===== config.mk =====
export PLATFORM = sky130hd
export DESIGN_NAME = dtcr_top
export DESIGN_NICKNAME = d
export VERILOG_FILES = /design/src/rtl/dtcr_pkg.sv /design/src/rtl/dtcr_sync_edge.sv /design/src/rtl/dtcr_counter.sv /design/src/rtl/dtcr_top.sv
export SDC_FILE = /design/constraint.sdc
export NUM_CORES = 1
export LEC_CHECK = 0
export BUFFER_PORTS_ARGS = -buffer_cell sky130_fd_sc_hd__buf_2
export CORE_UTILIZATION = 40
export CTS_CLUSTER_SIZE = 16
export DETAILED_ROUTE_END_ITERATION = 7
export GPL_ROUTABILITY_DRIVEN = 0
export HOLD_SLACK_MARGIN = 0.1
export PLACE_DENSITY = 0.69
export SLEW_MARGIN = 20
export SYNTH_ARGS = -nofsm -noshare
export SYNTH_HDL_FRONTEND = slang
export SYNTH_SLANG_ARGS = --single-unit

===== constraint.sdc =====
create_clock -name clk -period 2.9 [get_ports clk]
set_input_delay 0.58 -clock clk [delete_from_list [all_inputs] [get_ports clk]]
set_output_delay 0.58 -clock clk [all_outputs]
set_load 0.005 [all_outputs]

===== src/rtl/dtcr_pkg.sv =====
package dtcr_pkg;

    localparam int PRE_BITS = 3;

    typedef enum logic [1:0] {
        SRC_PRESC = 2'd0,
        SRC_PIN   = 2'd1,
        SRC_CHAIN = 2'd2,
        SRC_OFF   = 2'd3
    } src_e;

    typedef enum logic [2:0] {
        A_CORE_CTL = 3'd0,
        A_AUX_CTL  = 3'd1,
        A_CORE_CNT = 3'd2,
        A_AUX_CNT  = 3'd3,
        A_CAPREL   = 3'd4,
        A_FLAGS    = 3'd5
    } addr_e;

    typedef struct packed {
        logic                clr_on_cap;
        logic                cap_src;
        logic [1:0]          cap_edge;
        logic                reload;
        logic                run;
        logic                pin_dir_en;
        logic                down;
        src_e                src;
        logic [PRE_BITS-1:0] pre;
    } ctl_t;

    localparam int CTL_W = $bits(ctl_t);

endpackage


===== src/rtl/dtcr_sync_edge.sv =====
module dtcr_sync_edge #(
    parameter int N = 1
) (
    input  logic         clk,
    input  logic         rst_n,
    input  logic [N-1:0] din,
    output logic [N-1:0] lvl,
    output logic [N-1:0] rise,
    output logic [N-1:0] fall
);

    typedef struct packed {
        logic [N-1:0] s1;
        logic [N-1:0] s2;
        logic [N-1:0] prev;
    } st_t;

    st_t st_d, st_q;

    always_comb begin
        st_d      = st_q;
        st_d.s1   = din;
        st_d.s2   = st_q.s1;
        st_d.prev = st_q.s2;
    end

    always_ff @(posedge clk or negedge rst_n) begin
        if (!rst_n) st_q <= '0;
        else        st_q <= st_d;
    end

    for (genvar i = 0; i < N; i++) begin : g_edge
        assign lvl[i]  = st_q.s2[i];
        assign rise[i] = st_q.s2[i] & ~st_q.prev[i];
        assign fall[i] = ~st_q.s2[i] & st_q.prev[i];
    end

endmodule


===== src/rtl/dtcr_counter.sv =====
module dtcr_counter #(
    parameter int W = 16
) (
    input  logic         clk,
    input  logic         rst_n,
    input  logic         tick,
    input  logic         down,
    input  logic         wr,
    input  logic [W-1:0] wval,
    input  logic         clr,
    input  logic         reload,
    input  logic [W-1:0] rval,
    output logic [W-1:0] cnt,
    output logic         wrap
);

    logic [W-1:0] cnt_d, cnt_q;

    assign wrap = tick & (down ? (cnt_q == '0) : (&cnt_q));
    assign cnt  = cnt_q;

    always_comb begin
        cnt_d = cnt_q;
        if (wr) begin
            cnt_d = wval;
        end else if (clr) begin
            cnt_d = '0;
        end else if (tick) begin
            if (wrap && reload) cnt_d = rval;
            else if (down)      cnt_d = cnt_q - W'(1);
            else                cnt_d = cnt_q + W'(1);
        end
    end

    always_ff @(posedge clk or negedge rst_n) begin
        if (!rst_n) cnt_q <= '0;
        else        cnt_q <= cnt_d;
    end


    hold_idle_chk: assert property (@(posedge clk) disable iff (!rst_n)
        (!tick && !wr && !clr) |=> (cnt_q == $past(cnt_q)));

endmodule


===== src/rtl/dtcr_top.sv =====
module dtcr_top
    import dtcr_pkg::*;
#(
    parameter int W = 16
) (
    input  logic         clk,
    input  logic         rst_n,
    input  logic         wr_en,
    input  logic [2:0]   addr,
    input  logic [W-1:0] wdata,
    output logic [W-1:0] rdata,
    input  logic         core_cnt_in,
    input  logic         core_dir_in,
    input  logic         aux_cnt_in,
    input  logic         aux_dir_in,
    input  logic         cap_in,
    input  logic         ext_cnt_in,
    input  logic         ext_dir_in,
    output logic         tog_out,
    output logic         ovf_out,
    output logic [2:0]   irq
);

    localparam int PW  = (1 << PRE_BITS) + 1;
    localparam int NIN = 7;

    typedef struct packed {
        ctl_t          core_ctl;
        ctl_t          aux_ctl;
        logic [W-1:0]  caprel;
        logic [2:0]    flags;
        logic          tog;
        logic [PW-1:0] pre;
    } st_t;

    st_t st_d, st_q;

    logic [NIN-1:0] pin_lvl, pin_rise, pin_fall;
    logic [W-1:0]   core_cnt, aux_cnt;
    logic           core_wrap, aux_wrap;
    logic           core_tick, aux_tick, core_down, aux_down;
    logic           core_wr, aux_wr, cap_wr, cap_evt;
    logic           sel_rise, sel_fall;

    // pin order: 0 core cnt, 1 core dir, 2 aux cnt, 3 aux dir, 4 cap, 5 ext cnt, 6 ext dir
    dtcr_sync_edge #(.N(NIN)) u_sync (
        .clk  (clk),
        .rst_n(rst_n),
        .din  ({ext_dir_in, ext_cnt_in, cap_in, aux_dir_in, aux_cnt_in, core_dir_in, core_cnt_in}),
        .lvl  (pin_lvl),
        .rise (pin_rise),
        .fall (pin_fall)
    );

    logic unused_pins;
    assign unused_pins = ^{pin_lvl[6:4], pin_lvl[2], pin_lvl[0],
                           pin_rise[3], pin_rise[1], pin_fall[3:0]};

    function automatic logic pre_hit(input logic [PW-1:0] cnt, input logic [PRE_BITS-1:0] code);
        logic [PW-1:0] m;
        m = (PW'(4) << code) - PW'(1);
        return (cnt & m) == m;
    endfunction

    always_comb begin
        core_tick = 1'b0;
        if (st_q.core_ctl.run) begin
            case (st_q.core_ctl.src)
                SRC_PRESC: core_tick = pre_hit(st_q.pre, st_q.core_ctl.pre);
                SRC_PIN:   core_tick = pin_rise[0];
                default:   core_tick = 1'b0;
            endcase
        end
    end

    always_comb begin
        aux_tick = 1'b0;
        if (st_q.aux_ctl.run) begin
            case (st_q.aux_ctl.src)
                SRC_PRESC: aux_tick = pre_hit(st_q.pre, st_q.aux_ctl.pre);
                SRC_PIN:   aux_tick = pin_rise[2];
                SRC_CHAIN: aux_tick = core_wrap;
                default:   aux_tick = 1'b0;
            endcase
        end
    end

    assign core_down = st_q.core_ctl.down ^ (st_q.core_ctl.pin_dir_en & pin_lvl[1]);
    assign aux_down  = st_q.aux_ctl.down  ^ (st_q.aux_ctl.pin_dir_en  & pin_lvl[3]);

    assign core_wr = wr_en && (addr == A_CORE_CNT);
    assign aux_wr  = wr_en && (addr == A_AUX_CNT);
    assign cap_wr  = wr_en && (addr == A_CAPREL);

    assign sel_rise = st_q.aux_ctl.cap_src ? (pin_rise[5] | pin_rise[6]) : pin_rise[4];
    assign sel_fall = st_q.aux_ctl.cap_src ? (pin_fall[5] | pin_fall[6]) : pin_fall[4];
    assign cap_evt  = (st_q.aux_ctl.cap_edge[0] & sel_rise) | (st_q.aux_ctl.cap_edge[1] & sel_fall);

    dtcr_counter #(.W(W)) u_core (
        .clk(clk), .rst_n(rst_n), .tick(core_tick), .down(core_down),
        .wr(core_wr), .wval(wdata), .clr(1'b0), .reload(st_q.core_ctl.reload),
        .rval(st_q.caprel), .cnt(core_cnt), .wrap(core_wrap)
    );

    dtcr_counter #(.W(W)) u_aux (
        .clk(clk), .rst_n(rst_n), .tick(aux_tick), .down(aux_down),
        .wr(aux_wr), .wval(wdata), .clr(cap_evt & st_q.aux_ctl.clr_on_cap), .reload(1'b0),
        .rval(st_q.caprel), .cnt(aux_cnt), .wrap(aux_wrap)
    );

    always_comb begin
        st_d     = st_q;
        st_d.pre = st_q.pre + PW'(1);
        st_d.tog = st_q.tog ^ core_wrap;
        if (wr_en) begin
            case (addr)
                A_CORE_CTL: st_d.core_ctl = ctl_t'(wdata[CTL_W-1:0]);
                A_AUX_CTL:  st_d.aux_ctl  = ctl_t'(wdata[CTL_W-1:0]);
                A_CAPREL:   st_d.caprel   = wdata;
                A_FLAGS:    st_d.flags    = st_q.flags & wdata[2:0];
                default:    ;
            endcase
        end
        if (cap_evt) st_d.caprel = aux_cnt;
        st_d.flags = st_d.flags | {cap_evt, aux_wrap, core_wrap};
    end

    always_ff @(posedge clk or negedge rst_n) begin
        if (!rst_n) st_q <= '0;
        else        st_q <= st_d;
    end

    always_comb begin
        case (addr)
            A_CORE_CTL: rdata = W'(st_q.core_ctl);
            A_AUX_CTL:  rdata = W'(st_q.aux_ctl);
            A_CORE_CNT: rdata = core_cnt;
            A_AUX_CNT:  rdata = aux_cnt;
            A_CAPREL:   rdata = st_q.caprel;
            A_FLAGS:    rdata = W'(st_q.flags);
            default:    rdata = '0;
        endcase
    end

    assign tog_out = st_q.tog;
    assign ovf_out = core_wrap;
    assign irq     = st_q.flags;


    wrap_toggle_chk: assert property (@(posedge clk) disable iff (!rst_n)
        core_wrap |=> (tog_out != $past(tog_out)));


    wrap_flag_chk: assert property (@(posedge clk) disable iff (!rst_n)
        ovf_out |=> irq[0]);


    reload_chk: assert property (@(posedge clk) disable iff (!rst_n)
        (core_wrap && st_q.core_ctl.reload && !core_wr) |=> (core_cnt == $past(st_q.caprel)));


    capture_copy_chk: assert property (@(posedge clk) disable iff (!rst_n)
        cap_evt |=> (st_q.caprel == $past(aux_cnt)) && irq[2]);


    capture_clear_chk: assert property (@(posedge clk) disable iff (!rst_n)
        (cap_evt && st_q.aux_ctl.clr_on_cap && !aux_wr) |=> (aux_cnt == '0));


    capture_priority_chk: assert property (@(posedge clk) disable iff (!rst_n)
        (cap_evt && cap_wr) |=> (st_q.caprel == $past(aux_cnt)));


    flag_sticky_chk: assert property (@(posedge clk) disable iff (!rst_n)
        !(wr_en && addr == A_FLAGS) |=> ((irq & $past(irq)) == $past(irq)));

endmodule


==> results.md, run 1 <==
- The run finished with clean final reports.
- The TritonCTS clock tree is done.
- The library cell used most frequently in the layout, excluding fill and tap cells, is sky130_fd_sc_hd__dfrtp_1.
- The row count is 47.
- The initial antenna violation count is 0.
- In the synthesized netlist the dominant register cell turns out to be sky130_fd_sc_hd__dfrtp_1.
- The later pin in the worst-skew pair is clocked with a latency of 0.35 ns.
- The number of nets produced by synthesis is slightly below 800.
- The via count of the first global-routing pass is roughly 5700.
- The smallest hold slack is between 0.15 and 0.2 ns.
- The number of pins exceeding their max-slew limit in the final report is 0.
- The detailed-route via count is a little under 6000.
- For this run, design rule violations remaining after detail routing come to 0.
- Setup repair after global routing could not meet its margin everywhere.
- After clock tree synthesis, the clock-pin slew on the worst setup and hold paths is about 0.070 ns.
- The die is around 130 um tall.
- For the final routed database, the setup TNS stands at 0 ns.
- The async set-or-reset flop fraction in the synthesized netlist is 100%.
- The worst-path cell with the longest stage delay is sky130_fd_sc_hd__dfrtp_1.
- The number of inserted filler cells in the final layout is between 1500 and 2000.
- The worst setup path category is register to register.
- The biggest fanout along the worst timing path is 9.
- The number of hold buffers added after cts is 0.
- The cell count after placement is just under 1000.
- The number of buffers created by CTS is 9.
- The total count of hold-check failures in the final report is 0.
- The full die area is 0.0176 sq mm.
- For this run, the number of Yosys warnings is 0.
- The proportion of synthesized chip area in sequential cells is 38.8%.
- The antenna diode instance count is 0.
- The number of nets with antenna violations after routing is 0.
- Before CTS, the worst setup slack after placement is 0.0432 ns.
- The worst path setup slack after routing is approximately 0.16 ns.
- The residual overflow from global routing is 0.
- The number of flops mapped to enable cells by yosys is 0.
- At the pin with the least slew margin, the transition time is ~0.80 ns.
- The number of primary I/O pins is 50.
- Of the available clock period, the critical path in the final layout requires about 95%.
- The total detailed-routing wirelength is just under 20000 um.
- The placed wire-length estimate after detailed placement is 14300 um.
- Grouping stages by cell kind, the critical path spends the most delay in compound AO/OA/AOI/OAI gates.
- Derived from the worst setup path, the maximum achievable clock frequency is roughly 360 MHz.
- The initial utilization of the core area, before any placement, comes to between 40% and 50%.
- The post-detailed-route wirelength per cell is approximately 19 um.
- The horizontal die dimension is roughly 130 um.
- The post-layout instance count excluding filler cells is 1012.
- The total power of the final layout is around 8.3 mW.
- Buffers placed on the I/O ports in this run total 49.
- After routing the design area is around 0.0079 sq mm.
- The type of element launching the critical path is a register.
- The count of buffer and inverter cells on the critical path is 1.
- The tree built by TritonCTS fans out to roughly 110 sinks.
- The worst-case vdd ir drop is approximately 0.35 mV.
- The synthesis-to-finish area growth is 15.8%.
- Clock tree synthesis selected as its root buffer the cell sky130_fd_sc_hd__clkbuf_16.
- The category of the worst setup path capture point is a register.
- The number of max-capacitance violations reported is 0.
- The number of levels in the clock H-tree is 3.
- The post-synthesis instance total is 722.
- The total routing resource utilization after global routing is 22.7%.
- The ratio of total power to cell area is ~1000 mW/mm^2.
- The largest single stage delay on the critical path is ~0.4 ns.
- The wire length of the first global-routing pass is 31200 um.
- The clock passes through at most 2 buffers.
- The maximum number of pins on one net before global-route repair is 41.
- The worst pin sits at a relative slew slack of roughly 47%.
- The path class of the lowest-slack min-delay path is input port to asynchronous set/reset pin.
- The largest clock skew in the final design is about 0.010 ns.
- Data on the critical path is required at its endpoint by 3.13 ns.
- The total setup violations reported at the end of the flow is 0.
- In the layout the commonest cells are 106 x sky130_fd_sc_hd__dfrtp_1, 70 x sky130_fd_sc_hd__nand2_1, 62 x sky130_fd_sc_hd__o21ai_0, 48 x sky130_fd_sc_hd__buf_2, 47 x sky130_fd_sc_hd__nor2_1.
- Traced cell by cell, the critical path runs through nand2_1 -> xor2_2 -> inv_4 -> ha_1 -> a21o_1 -> a2111o_1 -> a21oi_2 -> nor3_1 -> or3_1 -> a211oi_1 -> nor4b_1.
- After synthesis the cells add up to 0.00683 sq mm.
- The post-route netlist has 22.0% of its cells at a drive strength greater than 1.
- The utilization of the core after routing is 47.5%.
- For this run, the post-layout net count is about 850.
- The clock period could shrink to about 2.7 ns.
- The mean instance size in the synthesized netlist is 9.46 sq um.
- The analysis attributes to cell leakage a power of between 3 and 4 nW.
- After synthesis, the netlist uses 66 different library cells.
- The via count normalized by instance count is ~5.9.
- The synthesis-stage register bit count is 106.
- The total iterations of the first detailed-routing run is 5.
- The total area inside the core boundary comes to ~0.017 sq mm.
- After detailed placement, the total cell area comes to about 0.0075 sq mm.
- The data arrival time of the worst path is 2.97 ns.
- The first routing iteration left approximately 560 violations.
-- flip-flops by register name, summed over array words and instances, names as in the netlist --
| name | flops |
|---|---|
| st_q | 51 |
| irq | 3 |
| u_sync.st_d | 7 |
| tog_out | 1 |
| u_sync.st_q | 5 |
| u_aux.cnt | 16 |
| u_core.cnt | 16 |
| u_sync.lvl | 7 |
-- cell families after synthesis --
logic type / count (synthesis) / synth area share (%)
compound gates: 207 / 20.0
flops: 106 / 38.8
fa+ha+maj: 31 / 5.90
mux: 67 / 12.1
buf+inv: 64 / 4.18
xor+xnor: 28 / 3.70
simple gates: 219 / 15.3
-- synth_stat cells (4+ instances only) --
cell	number	share of area, %
sky130_fd_sc_hd__a31oi_1	7	0.64
sky130_fd_sc_hd__nand3_1	23	1.7
sky130_fd_sc_hd__o21bai_1	4	0.44
sky130_fd_sc_hd__nor3_1	17	1.2
sky130_fd_sc_hd__ha_1	29	5.3
sky130_fd_sc_hd__or3_1	4	0.37
sky130_fd_sc_hd__xnor2_1	15	1.9
sky130_fd_sc_hd__o211ai_1	6	0.66
sky130_fd_sc_hd__mux4_2	10	3.3
sky130_fd_sc_hd__o21ai_0	66	4.8
sky130_fd_sc_hd__a2bb2oi_1	15	1.9
sky130_fd_sc_hd__nand2b_1	9	0.82
sky130_fd_sc_hd__nor2b_1	8	0.73
sky130_fd_sc_hd__nand2_1	71	3.9
sky130_fd_sc_hd__a211oi_1	7	0.77
sky130_fd_sc_hd__mux2i_1	32	4.7
sky130_fd_sc_hd__xor2_1	12	1.5
sky130_fd_sc_hd__clkbuf_1	24	1.3
sky130_fd_sc_hd__dfrtp_1	106	39
sky130_fd_sc_hd__a21oi_1	38	2.8
sky130_fd_sc_hd__nor2_1	48	2.6
sky130_fd_sc_hd__o22ai_1	11	1.0
sky130_fd_sc_hd__buf_4	5	0.55
sky130_fd_sc_hd__a21o_1	15	1.6
sky130_fd_sc_hd__nor4_1	12	1.1
sky130_fd_sc_hd__mux2_2	25	4.1
sky130_fd_sc_hd__nand4_1	12	1.1
sky130_fd_sc_hd__inv_1	26	1.4
sky130_fd_sc_hd__a221oi_1	6	0.77
-- per-layer routing --
metal  GRT usage (%)  vias up  part of all wire (%)
met2            36.5      197                    48
met5               0        -                     0
met4            7.54        0                   2.0
li1                -     2813                     -
met3            3.56       23                   6.5
met1            31.0     2933                    44
-- timing repair --
action / in CTS / in global routing
endpoints found under the setup margin: 0 / 11
endpoints found under the hold margin: 0 / 0
buffers inserted: 0 / 4
gates resized for setup: 0 / 19
-- path summary, 6_finish.rpt --
check | start | end | slack, ns | cells after the start
setup / recovery | st_q[35] | u_aux.cnt[15] | 0.16 | 11
hold / removal | rst_n | st_q[2] | 0.20 | 1
setup reg to reg | st_q[35] | u_aux.cnt[15] | 0.16 | 11
hold reg to reg | u_sync.st_d[9] | u_sync.lvl[2] | 0.35 | 0
max in group asynchronous | rst_n | st_q[45] | 1.89 | 2
min in group clk | ext_dir_in | u_sync.st_d[13] | 0.33 | 1
-- cell type report --
type / instances / area [sq um] / share of cell area (%)
repair buffers: 92 / 596 / 7.53
inverters: 26 / 100 / 1.27
clock inverters: 5 / 40.0 / 0.506
multi-input cells: 553 / 4020 / 50.8
flip-flops and latches: 106 / 2650 / 33.5
well taps: 220 / 275 / 3.48
clock buffers: 10 / 229 / 2.90
-- report_power, final --
| part | leakage, nW | switching, mW | internal, mW |
|---|---|---|---|
| Clock | 0.127 | 0.563 | 0.586 |
| Sequential | 1.27 | 0.642 | 1.90 |
| Combinational | 2.00 | 2.42 | 2.14 |
(Power assumes the default switching activity.)
==> run 2: changes to the inputs <==
--- a/config.mk
+++ b/config.mk
@@ -5,6 +5,7 @@
 export SDC_FILE = /design/constraint.sdc
 export NUM_CORES = 1
 export LEC_CHECK = 0
+export ABC_AREA = 1
 export BUFFER_PORTS_ARGS = -buffer_cell sky130_fd_sc_hd__buf_2
 export CORE_UTILIZATION = 40
 export CTS_CLUSTER_SIZE = 16
==> results.md, run 2 <==
- The worst reg-to-reg setup slack was 0.24 ns (+0.08 ns).
- The worst register-to-register path begins at st_q[47].
- The area used by sequential logic in the layout is 0.00265 sq mm (unchanged).
- The required time of the worst setup path is 2.32 ns (-0.81 ns).
- The antenna diode instance count is 0 (unchanged).
- The clock slew at the register clock pins of the worst setup and hold paths is 0.07 ns (about the same).
- The total detailed-routing wirelength is 21200 um (+8.2%).
- The number of primary I/O pins is 50 (unchanged).
- The critical path's largest stage delay is 0.35 ns (-0.06 ns).
- The number of clock sinks seen by CTS is 106 (unchanged).
- The area taken by multi-input logic gates is 0.00376 sq mm (-6.3%).
- In the layout the commonest cells are 270 x sky130_fd_sc_hd__nand2_1, 106 x sky130_fd_sc_hd__dfrtp_1, 103 x sky130_fd_sc_hd__inv_1, 68 x sky130_fd_sc_hd__nand3_1, 63 x sky130_fd_sc_hd__nor2_1.
- The total leakage power is 3.98 nW (+17%).
- The worst max-slew margin expressed relative to the limit is 56.6% (+10 points).
- The final cycle utilization of the critical path is 93.0% (-1.6 points).
- The post-synthesis instance total was 950 (+32%).
- The tightest min-delay check is of the input port to asynchronous set/reset pin type.
- Ranked by instance count, the synthesized netlist is headed by 270 x sky130_fd_sc_hd__nand2_1, 106 x sky130_fd_sc_hd__dfrtp_1, 104 x sky130_fd_sc_hd__inv_1.
- The number of levels in the clock H-tree is 3 (unchanged).
- The async set-or-reset flop fraction in the synthesized netlist is 100% (unchanged).
- The critical path in this run is classified as input port to output pin.
- The number of pins exceeding their max-slew limit in the final report is 0 (unchanged).
- The total number of yosys warnings was 0 (unchanged).
- The full die area came to 0.0181 sq mm (+2.6%).
- The time the worst path needs with I/O delays and setup is 2.70 ns (-0.0463 ns).
- The starting density of the core is 40.8% (-0.23 points).
- The number of buffers added on ports is 49 (unchanged).
- The final cell area excluding filler cells is 0.00778 sq mm (-1.6%).
- The number of nets with antenna violations after routing is 0 (unchanged).
- The number of distinct library cells after synthesis is 46 (-30%).
- The tree is rooted in a sky130_fd_sc_hd__clkbuf_16.
- The placeable core area was 0.0172 sq mm (+3.2%).
- The initial antenna violation count is 0 (unchanged).
- The final routed DRC violation total is 0 (unchanged).
- The via count normalized by instance count was 5.56 (-5.8%).
- The category of the worst setup path capture point is an output pin.
- The wire length of the first global-routing pass is 34400 um (+10%).
- The horizontal die dimension was 134 um (+1.3%).
- The proportion of synthesized chip area in sequential cells came to 37.8% (-1.0 points).
- The total routing resource utilization after global routing is 24.7% (+2.1 points).
- The row count is 48 (+2.1%).
- The biggest fanout along the worst timing path is 10 (+1).
- The reg-to-reg endpoint is u_core.cnt[10].
- Traced cell by cell, the critical path runs through buf_2 -> inv_1 -> nor2_1 -> nand2_1 -> clkinv_1 -> nand2_1 -> o21ai_0 -> a221oi_1 -> o21ai_0 -> buf_2.
- The number of flip-flops in the largest register was 51 (unchanged).
- The total count of hold-check failures in the final report is 0 (unchanged).
- Setup repair after global routing left no endpoint under its margin.
- The proportion of layout cells with a drive suffix above 1 is 11.4% (-11 points).
- The synthesis-stage register bit count came to 106 (unchanged).
- The number of cell instances on the worst register-to-register path is 14 (+3).
- The residual overflow from global routing was 0 (unchanged).
- The total iterations of the first detailed-routing run was 5 (unchanged).
- The total setup violations reported at the end of the flow was 0 (unchanged).
- The largest clock skew in the final design was 0.00717 ns (-0.00326 ns).
- The worst-case vdd ir drop came to 0.580 mV (+65%).
- The number of max-capacitance violations reported came to 0 (unchanged).
- The ratio of total power to cell area was 949 mW/mm^2 (-9.0%).
- The number of inserted filler cells in the final layout is 1799 (+17%).
- The biggest area consumer among synthesized cells is sky130_fd_sc_hd__dfrtp_1.
- The mapped cell area is 0.00701 sq mm (+2.6%).
- The mean instance size in the synthesized netlist is 7.38 sq um (-22%).
- Compared with the post-synthesis result, the final layout area differs by 11.0%.
- In the post-synthesis netlist, the biggest area contributors are sky130_fd_sc_hd__dfrtp_1 38%, sky130_fd_sc_hd__nand2_1 14%, sky130_fd_sc_hd__inv_1 5.6%.
- The maximum number of pins on one net before global-route repair is 46 (+12%).
- The library cell used most frequently in the layout, excluding fill and tap cells, is sky130_fd_sc_hd__nand2_1.
- The deepest clock path buffer count came to 2 (unchanged).
- The total negative slack for setup checks is 0 ns (unchanged).
- The most frequently used cell type in the post-synthesis netlist is sky130_fd_sc_hd__nand2_1.
- The run finished with clean final reports.
- The transition time at the pin with the least slew margin is 0.649 ns (-0.152 ns).
- The number of flops mapped to enable cells by yosys is 0 (unchanged).
- For this run, the leading register cell type out of synthesis is sky130_fd_sc_hd__dfrtp_1.
- The later-pin clock latency in the skew report was 0.36 ns (about the same).
- The data arrival time of the worst path is 2.12 ns (-0.85 ns).
- The via count of the first global-routing pass is 6454 (+13%).
- The post-layout net count is 1060 (+25%).
- The number of buffers created by CTS is 9 (unchanged).
- The die extent in y is 134 um (+1.3%).
- The placed wire-length estimate after detailed placement was 16300 um (+14%).
- Among all stages on the critical path, the largest delay is contributed by sky130_fd_sc_hd__clkinv_1.
- The area share of the leading cell type in the synthesized netlist is 37.8% (-1.0 points).
- The worst setup path is launched from an input port.
- TritonCTS built the clock tree.
- The number of design-rule violations left by the first detailed-router iteration was 673 (+21%).
- The post-placement cell area is 0.00750 sq mm (-0.37%).
- The achievable frequency is 371 MHz (+1.7%).
- The register name with the most flops is st_q.
- The critical path startpoint is addr[0].
- The number of nets produced by synthesis is 1010 (+29%).
- The post-detailed-route wirelength per cell came to 17.2 um (-11%).
- The detailed-route via count is 6822 (+14%).
- The timing endpoint of the critical path is rdata[7].
==> run 2: changes by cell type after synthesis, moves of 12 or more <==
cell | before | now
sky130_fd_sc_hd__inv_2 | 0 | 14
sky130_fd_sc_hd__mux2i_1 | 32 | 0
sky130_fd_sc_hd__clkbuf_1 | 24 | 7
sky130_fd_sc_hd__mux2_2 | 25 | 0
sky130_fd_sc_hd__a2bb2oi_1 | 15 | 0
sky130_fd_sc_hd__nand3_1 | 23 | 68
sky130_fd_sc_hd__nor2_1 | 48 | 63
sky130_fd_sc_hd__a221oi_1 | 6 | 18
sky130_fd_sc_hd__nand2_1 | 71 | 270
sky130_fd_sc_hd__inv_1 | 26 | 104
==> run 2: cell type report <==
class                           count  share of cell area (%)
Clock buffer                        9                    2.89
Timing Repair Buffer               62                    4.60
Multi-Input combinational cell    699                    48.3
Inverter                          122                    5.95
Tap cell                          225                    3.62
Clock inverter                      5                   0.514
Sequential cell                   106                    34.1
==> run 2: how the worst min path moves through the flow <==
stage | depth (start not counted) | slack, ns | from | to
after detailed placement | 0 | 0.34 | u_sync.st_d[12] | u_sync.lvl[5]
final | 1 | 0.15 | rst_n | u_sync.lvl[6]
after global routing | 1 | 0.18 | rst_n | u_sync.lvl[6]
after global placement | 0 | 0.33 | u_sync.st_d[9] | u_sync.lvl[2]
after floorplan | 0 | 0.28 | rst_n | irq[0]
after CTS | 1 | 0.16 | rst_n | u_sync.st_q[5]
==> run 2: logic make-up after synthesis <==
| logic type | Yosys count | share of synthesized area, % |
|---|---|---|
| buf+inv | 145 | 8.48 |
| xor+xnor | 25 | 3.12 |
| flops | 106 | 37.8 |
| simple gates | 460 | 28.2 |
| fa+ha+maj | 31 | 5.75 |
| compound gates | 183 | 16.6 |
==> run 2: metal layers <==
metal  vias to the layer above  global-route usage (%)  routed length, um
met5                         -                       0                  0
met1                      3193                    34.1               9330
met4                         0                    9.05                710
li1                       3277                       -                  -
met3                        59                    4.23               1550
met2                       293                    38.9               9570
==> run 2: power by group <==
part           internal [mW]  total, mW  switching (mW)
logic                   1.42       3.70            2.29
registers               1.90       2.53           0.636
clock network          0.583       1.15           0.569
total                   3.89       7.39            3.49
==> run 2: worst max-delay path: cells and delay by family <==
| family | cells | cell delay [ns] |
|---|---|---|
| compound gates | 3 | 0.53 |
| buf+inv | 4 | 0.67 |
| simple gates | 3 | 0.34 |
==> run 2: timing repair <==
| item | in CTS | in global routing |
|---|---|---|
| gates resized for setup | 0 | 1 |
| hold buffers | 0 | 0 |
| setup endpoints to repair | 0 | 2 |
| buffers inserted | 0 | 2 |
==> run 2: metrics by stage <==
| step | std cells | hold WS (ns) | setup slack [ns] | utilization (%) | total power, mW |
|---|---|---|---|---|---|
| detailed placement | 1212 | 0.339 | 0.251 | 43.7 | 6.15 |
| CTS | 1226 | 0.159 | 0.248 | 45.2 | 7.31 |
| global route | 1228 | 0.176 | 0.0403 | 45.3 | 8.02 |
| finish | 1228 | 0.152 | 0.202 | 45.3 | 7.39 |
| global placement | 1212 | 0.332 | 0.269 | 43.7 | 6.09 |
| floorplan | 950 | 0.284 | 0.739 | - | 5.09 |
